[src/rtl/sar_pkg.sv]
package sar_pkg;
  // Convert a duration in ns into whole clock cycles, rounding up.
  function automatic int unsigned ns_to_cyc(input int unsigned clk_mhz,
                                            input int unsigned dur_ns);
    return (clk_mhz * dur_ns + 999) / 1000;
  endfunction
endpackage

[src/rtl/sar_sync.sv]
module sar_sync #(
  parameter int         W       = 1,
  parameter logic [W-1:0] RST_VAL = '0
) (
  input  logic         clk,
  input  logic         rst_n,
  input  logic [W-1:0] d,
  output logic [W-1:0] q
);
  logic [W-1:0] meta_q;

  always_ff @(posedge clk or negedge rst_n) begin
    if (!rst_n) begin
      meta_q <= RST_VAL;
      q      <= RST_VAL;
    end else begin
      meta_q <= d;
      q      <= meta_q;
    end
  end
endmodule

[src/rtl/sar_cmd_qual.sv]
module sar_cmd_qual #(
  parameter int PULSE_CYC = 5
) (
  input  logic clk,
  input  logic rst_n,
  input  logic req,
  input  logic idle,
  output logic start,
  output logic fresh
);
  localparam int CW = $clog2(PULSE_CYC + 1);

  logic [CW-1:0] run_q, run_d;
  logic          rel_q, rel_d;

  always_comb begin
    run_d = run_q;
    if (!req)
      run_d = '0;
    else if (run_q != CW'(PULSE_CYC))
      run_d = run_q + 1'b1;

    start = idle && req && (run_q >= CW'(PULSE_CYC - 1));

    rel_d = rel_q;
    if (start)
      rel_d = 1'b0;
    else if (!req)
      rel_d = 1'b1;
  end

  always_ff @(posedge clk or negedge rst_n) begin
    if (!rst_n) begin
      run_q <= '0;
      rel_q <= 1'b1;
    end else begin
      run_q <= run_d;
      rel_q <= rel_d;
    end
  end

  assign fresh = rel_q;
endmodule

[src/rtl/sar_seq.sv]
module sar_seq #(
  parameter int W        = 16,
  parameter int CONV_CYC = 1000,
  parameter int HOLD_CYC = 875
) (
  input  logic         clk,
  input  logic         rst_n,
  input  logic         start,
  input  logic         fresh,
  input  logic [W-1:0] core_word,
  output logic         conv,
  output logic         prev_ok,
  output logic [W-1:0] result,
  output logic         result_ok
);
  localparam int TW = $clog2(CONV_CYC + 1);

  logic          conv_d;
  logic [TW-1:0] tick_q, tick_d;
  logic          acq_q, acq_d;
  logic          done;
  logic          res_en;

  always_comb begin
    done   = conv && (tick_q == TW'(CONV_CYC - 1));
    conv_d = conv;
    tick_d = tick_q;
    acq_d  = acq_q;
    res_en = 1'b0;
    if (start) begin
      conv_d = 1'b1;
      tick_d = '0;
      acq_d  = fresh;
    end else if (conv) begin
      if (done) begin
        conv_d = 1'b0;
        res_en = 1'b1;
      end else begin
        tick_d = tick_q + 1'b1;
      end
    end
    prev_ok = !conv || (tick_q < TW'(HOLD_CYC));
  end

  always_ff @(posedge clk or negedge rst_n) begin
    if (!rst_n) begin
      conv   <= 1'b0;
      tick_q <= '0;
      acq_q  <= 1'b0;
    end else begin
      conv   <= conv_d;
      tick_q <= tick_d;
      acq_q  <= acq_d;
    end
  end

  always_ff @(posedge clk or negedge rst_n) begin
    if (!rst_n) begin
      result    <= '0;
      result_ok <= 1'b0;
    end else if (res_en) begin
      result    <= core_word;
      result_ok <= acq_q;
    end
  end
endmodule

[src/rtl/sar_ctrl_if.sv]
module sar_ctrl_if #(
  parameter int unsigned CLK_MHZ  = 125,
  parameter int unsigned CONV_NS  = 8000,
  parameter int unsigned HOLD_NS  = 7000,
  parameter int unsigned PULSE_NS = 40,
  parameter int          W        = 16
) (
  input  logic           clk,
  input  logic           rst_n,
  input  logic           cs_n,
  input  logic           rd_conv,
  input  logic           byte_sel,
  input  logic [W-1:0]   core_word,
  output logic           busy_n,
  output logic           bus_oe,
  output logic           bus_valid,
  output logic [W/2-1:0] lane_a,
  output logic [W/2-1:0] lane_b,
  output logic           result_ok
);
  import sar_pkg::*;

  localparam int LANE      = W / 2;
  localparam int CONV_CYC  = int'(ns_to_cyc(CLK_MHZ, CONV_NS));
  localparam int HOLD_CYC  = int'(ns_to_cyc(CLK_MHZ, HOLD_NS));
  localparam int PULSE_CYC = int'(ns_to_cyc(CLK_MHZ, PULSE_NS));

  // Reset: asserted asynchronously, released on the clock.
  logic rst_meta_n, rst_sync_n;
  always_ff @(posedge clk or negedge rst_n) begin
    if (!rst_n) begin
      rst_meta_n <= 1'b0;
      rst_sync_n <= 1'b0;
    end else begin
      rst_meta_n <= 1'b1;
      rst_sync_n <= rst_meta_n;
    end
  end

  logic cs_s, rc_s, bs_s;
  sar_sync #(.W(3), .RST_VAL(3'b110)) u_sync (
    .clk   (clk),
    .rst_n (rst_sync_n),
    .d     ({cs_n, rd_conv, byte_sel}),
    .q     ({cs_s, rc_s, bs_s})
  );

  logic req, start, fresh, conv, prev_ok;
  logic [W-1:0] result;

  assign req = !cs_s && !rc_s;

  sar_cmd_qual #(.PULSE_CYC(PULSE_CYC)) u_qual (
    .clk   (clk),
    .rst_n (rst_sync_n),
    .req   (req),
    .idle  (!conv),
    .start (start),
    .fresh (fresh)
  );

  sar_seq #(.W(W), .CONV_CYC(CONV_CYC), .HOLD_CYC(HOLD_CYC)) u_seq (
    .clk       (clk),
    .rst_n     (rst_sync_n),
    .start     (start),
    .fresh     (fresh),
    .core_word (core_word),
    .conv      (conv),
    .prev_ok   (prev_ok),
    .result    (result),
    .result_ok (result_ok)
  );

  assign busy_n    = !conv;
  assign bus_oe    = rc_s && !cs_s;
  assign bus_valid = prev_ok;

  logic [LANE-1:0] hi_half, lo_half;
  assign hi_half = result[W-1:LANE];
  assign lo_half = result[LANE-1:0];

  always_comb begin
    lane_a = '0;
    lane_b = '0;
    if (bus_oe && bus_valid) begin
      lane_a = bs_s ? lo_half : hi_half;
      lane_b = bs_s ? hi_half : lo_half;
    end
  end
endmodule

[config.mk]
export PLATFORM = sky130hd
export DESIGN_NAME = sar_ctrl_if
export DESIGN_NICKNAME = d
export VERILOG_FILES = /design/src/rtl/sar_pkg.sv /design/src/rtl/sar_sync.sv /design/src/rtl/sar_cmd_qual.sv /design/src/rtl/sar_seq.sv /design/src/rtl/sar_ctrl_if.sv
export SDC_FILE = /design/constraint.sdc
export NUM_CORES = 1
export LEC_CHECK = 0
export ABC_AREA = 1
export BUFFER_PORTS_ARGS = -buffer_cell sky130_fd_sc_hd__buf_4
export CORE_MARGIN = 4
export CORE_UTILIZATION = 45
export DETAILED_ROUTE_END_ITERATION = 8
export PLACE_DENSITY = 0.67
export SLEW_MARGIN = 20
export SYNTH_ARGS = -nofsm -noshare
export SYNTH_HDL_FRONTEND = slang
export SYNTH_SLANG_ARGS = --single-unit
[constraint.sdc]
create_clock -name clk -period 2.25 [get_ports clk]
set_input_delay 0.3375 -clock clk [delete_from_list [all_inputs] [get_ports clk]]
set_output_delay 0.3375 -clock clk [all_outputs]
set_load 0.05 [all_outputs]
# Word-level counts from Yosys, hierarchy flattened
# Index checks and enable logic that the tools add are counted.
dict set report op_classes {
  eq_ne 5
  add_sub_neg 2
  muxes 17
  order_cmp 2
  n_reduce_logical 12
}
# cell n
set op_table {}
lappend op_table {{8-bit 2-to-1 mux} 4}
lappend op_table {{10-bit 2-to-1 mux} 3}
lappend op_table {{10-bit by 1-bit adder with 10-bit output (second input constant)} 1}
lappend op_table {{10-bit == test (second input constant)} 1}
lappend op_table {{10-bit < comparator (second input constant)} 1}
lappend op_table {{1-bit 2-to-1 mux} 8}
lappend op_table {{1-bit logical AND} 6}
lappend op_table {{3-bit 2-to-1 mux} 2}
lappend op_table {{2-bit != test (second input constant)} 3}
lappend op_table {{3-bit by 1-bit adder with 3-bit output (second input constant)} 1}
lappend op_table {{3-bit greater-or-equal comparator (second input constant)} 1}
lappend op_table {{1-bit zero test} 3}
lappend op_table {{3-bit != test (second input constant)} 1}
lappend op_table {{2-bit AND reduction} 1}
lappend op_table {{2-bit nonzero test} 1}
lappend op_table {{1-bit logical OR} 1}
dict set report totals {
  ff_bits 41
  out_inout_bits 20
  in_bits 21
  wordCells 49
}

# Longest topological paths before layout
# Gate-level depths: netlist of run 1.
dict set report depth {
  word_depth 6
  mapped_depth 9
  ltp_nobuf 9
}

# Modules after synthesis
# From an unflattened synthesis of run 1, not the netlist that was laid out.
dict set report hier_totals {
  hier_cells 264
  area_unflattened_um2 2284.7
}
# module cells_each n_inst seq_area_each_um2 area_each_um2
set by_module_without_submodules {}
lappend by_module_without_submodules {sar_seq 170 1 725.7 1496.4}
lappend by_module_without_submodules {sar_ctrl_if 62 1 50.0 421.7}
lappend by_module_without_submodules {sar_cmd_qual 26 1 101.3 211.5}
lappend by_module_without_submodules {sar_sync 6 1 155.1 155.1}

# Worst setup path before layout of run 1
# Ideal clock, no wire load.
dict set report synth_path {
  path_kind {reg2out}
  startpoint {reg u_sync.q[1]}
  endpoint {out lane_a[0]}
  t_required_ns 1.913
  n_path_buf 1
  arrival_ns 2.263
  setup_slack_ns -0.350
  path_stages_with_launch 6
  cell_sequence {dfstp_2 -> inv_1 -> nor2_1 -> nand2_4 -> buf_6 -> nor2_1}
}
dict set report synth_via {
  elab_chain_len 3
}
# item line
set synth_lines {}
lappend synth_lines {{from (decl)} sar_sync.sv:8} ;# output logic [W-1:0] q
lappend synth_lines {{from (signal assigned)} sar_sync.sv:18} ;# q <= meta_q;
lappend synth_lines {{1-bit logical AND} sar_ctrl_if.sv:75} ;# assign bus_oe = rc_s && !cs_s;
lappend synth_lines {{named net bus_oe} sar_ctrl_if.sv:15} ;# output logic bus_oe,
lappend synth_lines {{1-bit logical AND} sar_ctrl_if.sv:85} ;# if (bus_oe && bus_valid) begin
lappend synth_lines {{8-bit 2-to-1 mux} sar_ctrl_if.sv:85}
lappend synth_lines {{to (decl)} sar_ctrl_if.sv:17} ;# output logic [W/2-1:0] lane_a,
# The timed path passes the listed nets, and every way through them passes these cells.

# Final worst setup path of run 1
dict set report layout_path {
  startpoint {reg u_seq.tick_q[0]}
  endpoint {out lane_b[0]}
}
dict set report layout_via {
  elab_chain_len 4
}
# item line
set layout_lines {}
lappend layout_lines {{from (decl)} sar_seq.sv:19} ;# logic [TW-1:0] tick_q, tick_d;
lappend layout_lines {{from (signal assigned)} sar_seq.sv:52} ;# tick_q <= tick_d;
lappend layout_lines {{10-bit < comparator} sar_seq.sv:42} ;# prev_ok = !conv || (tick_q < TW'(HOLD_CYC));
lappend layout_lines {{1-bit logical OR} sar_seq.sv:42}
lappend layout_lines {{1-bit logical AND} sar_ctrl_if.sv:85}
lappend layout_lines {{8-bit 2-to-1 mux} sar_ctrl_if.sv:85}
lappend layout_lines {{to (decl)} sar_ctrl_if.sv:18} ;# output logic [W/2-1:0] lane_b,
# Every way passes these cells.

==> reports/summary.md, run 1 <==
• 2.16 ns — clock period minus worst slack
• 4.89 — number of vias per cell after detailed routing
• 0.147 ns — worst hold slack across all endpoints
• 369 — non-filler cells, final
• 1.60 mW — overall power consumption
• reg2out — critical path class
• sky130_fd_sc_hd__nand3_1 — most used cell along the critical path
• 4600 µm — wire length after detailed routing
• ha_2, nand3_1, nor2_1, nand2_1, nand3_1, nand2_4, nand2_8, nor2_2, buf_6 — sequence of cells on the critical path
• cs_n — launch point of the worst hold path
• 33 — distinct cell type count after synthesis
• 0.462 GHz — FMAX
• 41 — number of top-level design ports
• 0 — number of DRC violations after detailed routing
• 1805 — total via count after detailed routing
• 0.833 — GPL Wtd Cong
• 41 — number of sinks handled by clock tree synthesis
• 295 — syn_nets
• 0.00526 ns — maximum clock skew at final layout
• 41 — flip-flop and latch count after synthesis
• 8 — maximum fanout along the worst path
• 7730 µm — global-route wire length before repair
• 5950 µm² — overall die area
• 2 — clk buf depth
• 1 — number of instances on the worst hold path
• 77.1 µm — height of the die
• u_seq.conv — RR Startpoint
• 5 — number of buffers created by CTS
• 271 — Mapped Cells
• 0.290 — proportion of layout cells with a drive suffix above 1
• 0.419 — top-area cell type share of the netlist area
• 5 — first drt pass iteration count
• 7.94 µm² — synthesized area per cell
• in2reg — Hold Crit Class
• 24 — num rows
• 1.91 ns — worst path required time
• 0 — number of failing hold endpoints at the final stage
• 0 — number of warning messages in the yosys log
• 2540 µm² — Post-DP Area
• 395 — Fill cells
• 0.624 — final design utilization
• 0.480 — sequential share of the synthesized area
• register — type of element launching the critical path
• 0.0857 ns — setup slack of the critical path after layout
• 1.83 ns — arrival time worst endpoint
• sky130_fd_sc_hd__nand2_1 — most common cell after layout, fill and taps aside
• 4470 µm² — Core Box Area
• 0.962 — Tcrit/Tclk final
• finished, final reports clean — result of the run
• sky130_fd_sc_hd__dfrtp_1 — Synth area leader
• 90 x sky130_fd_sc_hd__nand2_1, 36 x sky130_fd_sc_hd__dfrtp_1, 31 x sky130_fd_sc_hd__buf_4, 30 x sky130_fd_sc_hd__inv_1, 23 x sky130_fd_sc_hd__o21ai_0 — most frequent cells in the layout
• 1632 — via count of the first global-routing pass
• 25 — pin count of the biggest net entering global routing
• 0 — number of nets with antenna violations after routing
• 0.08 ns — clock-pin slew on the worst setup and hold paths
• 12.5 µm — detail-routed net length per standard cell
• 0.481 — initial core utilization
• 0 — Diodes inserted
• 0.160 — total routing resource utilization after global routing
• 0 — count of final max-slew check failures
• 0.61 ns — slack of the worst reg-to-reg path
• 3320 µm — half-perimeter wire length of the detailed placement result
• 6 — Register-to-Register Path Depth
• 0.40 ns — largest stage delay on the critical path
• 0.29 ns — clock network latency to the later pin of the worst-skew pair
• 2 — H-tree depth reported by CTS
• sky130_fd_sc_hd__clkbuf_8 — Clk Tree Root Cell
• 77.1 µm — Die Width
• 0 — max-cap violations
• 0 — global route overflow
• 0.000541 V — maximum vdd drop
• 157 — number of DRC markers after the initial detailed-route iteration
• u_seq.tick_q[3] — capturing point of the worst reg2reg path
• 0 — endpoints failing setup
• u_sync.meta_q[2] — Min-Delay Endpoint
• 573 nW/µm² — power per cell area
• sky130_fd_sc_hd__dfrtp_1 — Slowest cell on crit path
• 340 — Nets
• sky130_fd_sc_hd__dfrtp_1 42%, sky130_fd_sc_hd__nand2_1 16%, sky130_fd_sc_hd__dfstp_2 6.1% — top cells by area, synth
• 2150 µm² — synthesized cell area
• built — TritonCTS clock tree
• 0 — initial antenna violation count
• 358 — cell total after placement
• 2790 µm² — post-route cell area
• 1.41 nW — static leakage
• 40 — number of port buffers
• 29.7% — area delta synth->final
• 0 ns — setup TNS
• 0.322 ns — Setup Slack @ Placement
• output pin — kind of end point of the critical path
==> synthesized netlist by cell type, drive strengths merged <==
cell type / instances
o22ai: 1
dfrtp: 36
a31oi: 1
dfstp: 5
ha: 3
nand2: 97
conb: 1
buf: 6
inv: 31
nor2: 32
a21oi: 1
mux2i: 3
nand3: 17
clkbuf: 2
xor2: 1
nor3: 2
o21ai: 30
nand4: 2
==> worst max-delay path: cells and delay by family, from the launching register on <==
kind                       cells  cell delay (ns)
buffers and inverters          1             0.17
DFF                            1             0.40
adders and majority gates      1             0.20
and+or+nand+nor                7             0.75
==> how the worst max path moves through the flow <==
stage / from / endpoint / cells after the start
after global placement: u_seq.tick_q[0] / lane_b[0] / 9
after global routing: u_seq.tick_q[0] / lane_b[0] / 9
after detailed placement: u_seq.tick_q[0] / lane_a[7] / 9
after CTS: u_seq.tick_q[0] / lane_a[7] / 9
final: u_seq.tick_q[0] / lane_b[0] / 9
after floorplan: u_seq.tick_q[0] / lane_a[7] / 8
==> timing repair <==
| item | 4_1_cts | 5_1_grt |
|---|---|---|
| endpoints found under the setup margin | 1 | 16 |
| buffers inserted | 0 | 1 |
| cloned | 0 | 1 |
| resized for setup | 1 | 27 |
| pin swaps | 0 | 2 |
| hold endpoints to repair | 2 | 0 |
| hold buffers | 1 | 0 |
==> power breakdown <==
group          switching (mW)  internal, mW
clock network           0.254         0.333
logic                   0.136        0.0903
registers              0.0199         0.766
total                   0.410          1.19
==> registers in the layout, indices dropped and copies added (netlist names) <==
name / cells
u_seq.tick_q: 10
u_seq.result_ok: 1
u_seq.result: 16
rst_meta_n: 1
u_seq.acq_q: 1
u_sync.q: 3
rst_sync_n: 1
u_sync.meta_q: 3
u_qual.fresh: 1
u_qual.run_q: 3
u_seq.conv: 1
==> cell families after synthesis <==
group | synth area share
AND/OR/NAND/NOR | 0.312
flip-flops | 0.480
buffers and inverters | 0.0873
AO/OA/AOI/OAI | 0.0832
adder cells (fa/ha/maj) | 0.0175
multiplexers | 0.0140
other | 0.00174
XOR/XNOR | 0.00407
==> layout make-up <==
| cell class | count | area [µm²] | area share |
|---|---|---|---|
| Multi-Input combinational cell | 192 | 1070 | 0.384 |
| Sequential cell | 41 | 1030 | 0.370 |
| Timing Repair Buffer | 45 | 393 | 0.141 |
| Inverter | 31 | 116 | 0.0417 |
| Clock buffer | 6 | 72.6 | 0.0260 |
| Tap cell | 52 | 65.1 | 0.0233 |
| Clock inverter | 2 | 38.8 | 0.0139 |
==> per-layer routing <==
metal / wire length [µm] / share of wire / global-route usage
met5: 0 / 0 / 0
met4: 19 / 0.0041 / 0.0427
met3: 254 / 0.055 / 0.0468
met2: 2140 / 0.47 / 0.239
met1: 2180 / 0.47 / 0.227
No activity file was read; power rests on OpenSTA's default activity.
==> run 2: changes to the inputs <==
- CORE_MARGIN: 4 -> 1
- PLACE_DENSITY: 0.67 -> 0.72
- SYNTH_HIERARCHICAL: default -> 1
==> reports/summary.md, run 2 <==
• 288 — syn_nets
• sky130_fd_sc_hd__nand2_1 — most used standard cell by instance count after synthesis
• 2 — H-tree depth reported by CTS
• 0.000309 V — maximum vdd drop
• u_seq/result[2] — capturing point of the worst reg2reg path
• 4820 µm² — Core Box Area
• 61 x sky130_fd_sc_hd__nand2_1, 39 x sky130_fd_sc_hd__inv_1, 36 x sky130_fd_sc_hd__dfrtp_1 — cell types with the highest counts after synthesis
• 0.144 ns — worst hold slack across all endpoints
• 0 — endpoints failing setup
• sky130_fd_sc_hd__nand2_1 — most common cell after layout, fill and taps aside
• 41 — number of top-level design ports
• 5 — number of buffers created by CTS
• 0 — Diodes inserted
• register — type of element launching the critical path
• 33.5% — area delta synth->final
• 8.65 µm² — synthesized area per cell
• 0.298 — proportion of total power due to net switching
• u_seq/result x16, u_seq/tick_q x10 — leading registers by flop count
• 59 x sky130_fd_sc_hd__nand2_1, 38 x sky130_fd_sc_hd__inv_1, 35 x sky130_fd_sc_hd__dfrtp_1, 34 x sky130_fd_sc_hd__buf_4, 27 x sky130_fd_sc_hd__nand2_2 — most frequent cells in the layout
• 12.5 µm — detail-routed net length per standard cell
• 0.29 ns — clock network latency to the later pin of the worst-skew pair
• 0 — global route overflow
• 0.554 — slew margin rel.
• 0 — initial antenna violation count
• 0.303 — clock network fraction of design power
• 0 — count of final max-slew check failures
• finished, final reports clean — result of the run
• 25 — num rows
• 0.208 — proportion of power drawn by combinational gates
• 370 — cell total after placement
• 387 — non-filler cells, final
• in2reg — Hold Crit Class
• 0.669 ns — transition time of the tightest slew-check pin
• sky130_fd_sc_hd__clkbuf_8 — Clk Tree Root Cell
• 1.68 mW — overall power consumption
• 3230 µm — half-perimeter wire length of the detailed placement result
• 27 — distinct cell type count after synthesis
• 0.834 — GPL Wtd Cong
• 6 — number of warning messages in the yosys log
• met2 — highest-utilization routing layer at the global route stage
• 0.394 — top-area cell type share of the netlist area
• 1030 µm² — flip-flop and latch area
• 0 — number of enable flip-flop cells after synthesis
• 0.08 ns — clock-pin slew on the worst setup and hold paths
• true — unrepaired setup endpoints after global routing
• 1130 µm² — area of the multi-input gates
• 0.42 ns — slack of the worst reg-to-reg path
• sky130_fd_sc_hd__dfrtp_1 39%, sky130_fd_sc_hd__nand2_1 10%, sky130_fd_sc_hd__nand2_2 6.8% — top cells by area, synth
• 0.474 — initial core utilization
• 0 — number of nets with antenna violations after routing
• sky130_fd_sc_hd__dfrtp_1 — leading register cell type out of synthesis
• output pin — kind of end point of the critical path
• 11 — Register-to-Register Path Depth
• 0.452 GHz — FMAX
• 0 — number of failing hold endpoints at the final stage
• 41 — number of sinks handled by clock tree synthesis
• 2280 µm² — synthesized cell area
• 4850 µm — wire length after detailed routing
• 0.330 — met2 layer usage reported by global route
• 1 — number of instances on the worst hold path
• u_seq/tick_q[0] — RR Startpoint
• 40 — pin count of the biggest net entering global routing
• 40 — number of port buffers
• 1770 — via count of the first global-routing pass
• 416 — Fill cells
• 2 — clk buf depth
• 5370 µm² — overall die area
• 0.0466 — met3 Usage GRT
• 0.237 — GR met1 Demand/Resource
• 0.00480 ns — maximum clock skew at final layout
• 73.3 µm — Die Width
• 41 — flip-flop and latch count after synthesis
• 16 — flip-flop count of the largest register after layout
• 1.91 ns — worst path required time
• 2.21 ns — clock period minus worst slack
• 1841 — total via count after detailed routing
• 63 — number of DRC markers after the initial detailed-route iteration
• u_seq/result — Biggest register
• 4.76 — number of vias per cell after detailed routing
• 1.88 ns — arrival time worst endpoint
• 0.984 — Tcrit/Tclk final
• 4 — first drt pass iteration count
• 73.3 µm — height of the die
• 0.489 — register share of total power
• 500 µW — switching pwr
• 0.633 — final design utilization
• 7940 µm — global-route wire length before repair
• 0 — number of DRC violations after detailed routing
• sky130_fd_sc_hd__dfrtp_1 — Synth area leader
• built — TritonCTS clock tree
• byte_sel — launch point of the worst hold path
• 6 — maximum fanout along the worst path
• 264 — Mapped Cells
• 1.18 mW — Internal Dissipation
• 551 nW/µm² — power per cell area
• u_sync/meta_q[0] — Min-Delay Endpoint
• reg2out — critical path class
• 2750 µm² — Post-DP Area
• 3050 µm² — post-route cell area
• 343 — Nets
• 0.452 — sequential share of the synthesized area
• 0 — max-cap violations
• 1.00 — proportion of register bits with asynchronous set or reset after synthesis
• 1.47 nW — static leakage
• 0.194 — total routing resource utilization after global routing
• 0.431 — proportion of layout cells with a drive suffix above 1
==> run 2: how the worst max path moves through the flow <==
stage               startpoint  cells past startpoint   endpoint  slack [ns]
6_report       u_seq/tick_q[1]                     10  lane_a[1]        0.04
5_1_grt        u_seq/tick_q[1]                     10  lane_a[7]       -0.06
4_1_cts        u_seq/tick_q[1]                     10  lane_a[5]       0.004
3_5_place_dp   u_seq/tick_q[0]                     10  lane_a[1]        0.18
3_3_place_gp   u_seq/tick_q[0]                     10  lane_b[0]        0.20
2_1_floorplan  u_seq/tick_q[0]                      9  lane_a[0]        0.05
==> run 2: power by group through the flow <==
stage               clock network (mW)  registers [mW]  logic [mW]
floorplan                            0           0.836       0.200
global placement                     0           0.837       0.271
detailed placement                   0           0.840       0.277
CTS                              0.529           0.822       0.328
global route                     0.556           0.829       0.386
finish                           0.510           0.823       0.349
==> run 2: routing by layer <==
metal	share of wire	wire, µm	up-vias
met5	0	0	-
met4	0.014	69	0
met3	0.039	191	6
met2	0.51	2480	37
met1	0.44	2110	862
li1	-	-	936
==> run 2: critical path, cell delays in order (launching register included) <==
cell and delay (ns):
sky130_fd_sc_hd__dfrtp_1 0.39, sky130_fd_sc_hd__ha_2 0.20, sky130_fd_sc_hd__inv_2 0.05, sky130_fd_sc_hd__nand2_2 0.03
sky130_fd_sc_hd__a31oi_1 0.12, sky130_fd_sc_hd__o21ai_1 0.09, sky130_fd_sc_hd__nand2_2 0.09, sky130_fd_sc_hd__nand3_4 0.13
sky130_fd_sc_hd__buf_12 0.18, sky130_fd_sc_hd__a21oi_4 0.13, sky130_fd_sc_hd__buf_8 0.16
==> run 2: layout make-up <==
cell class,count,share of cell area
multi-input cells,174,0.371
flip-flops and latches,41,0.339
repair buffers,55,0.177
inverters,42,0.0542
well taps,67,0.0275
clock buffers,6,0.0271
clock inverters,2,0.00451
==> run 2: logic make-up (layout without fill, tap and decap cells) <==
logic type | after synthesis | after routing | share of synthesized area
other | 1 | 1 | 0.00164
XOR/XNOR | 2 | 2 | 0.00767
AO/OA/AOI/OAI | 45 | 45 | 0.145
AND/OR/NAND/NOR | 123 | 123 | 0.266
flip-flops | 41 | 41 | 0.452
buffers and inverters | 49 | 105 | 0.112
adder cells (fa/ha/maj) | 3 | 3 | 0.0164
==> run 2: what timing repair did <==
| item | CTS | global route |
|---|---|---|
| gates cloned | 1 | 0 |
| gates resized for setup | 15 | 16 |
| pin swaps | 3 | 2 |
| endpoints found under the hold margin | 2 | 0 |
| setup buffers | 6 | 1 |
| hold buffers | 1 | 0 |
| endpoints found under the setup margin | 13 | 16 |
==> run 2: per-stage QoR <==
stage	TNS [ns]	worst slack [ns]
after floorplan	0	0.0499
after CTS	0	0.00404
after global routing	-0.775	-0.0597
after global placement	0	0.203
final	0	0.0360
after detailed placement	0	0.181
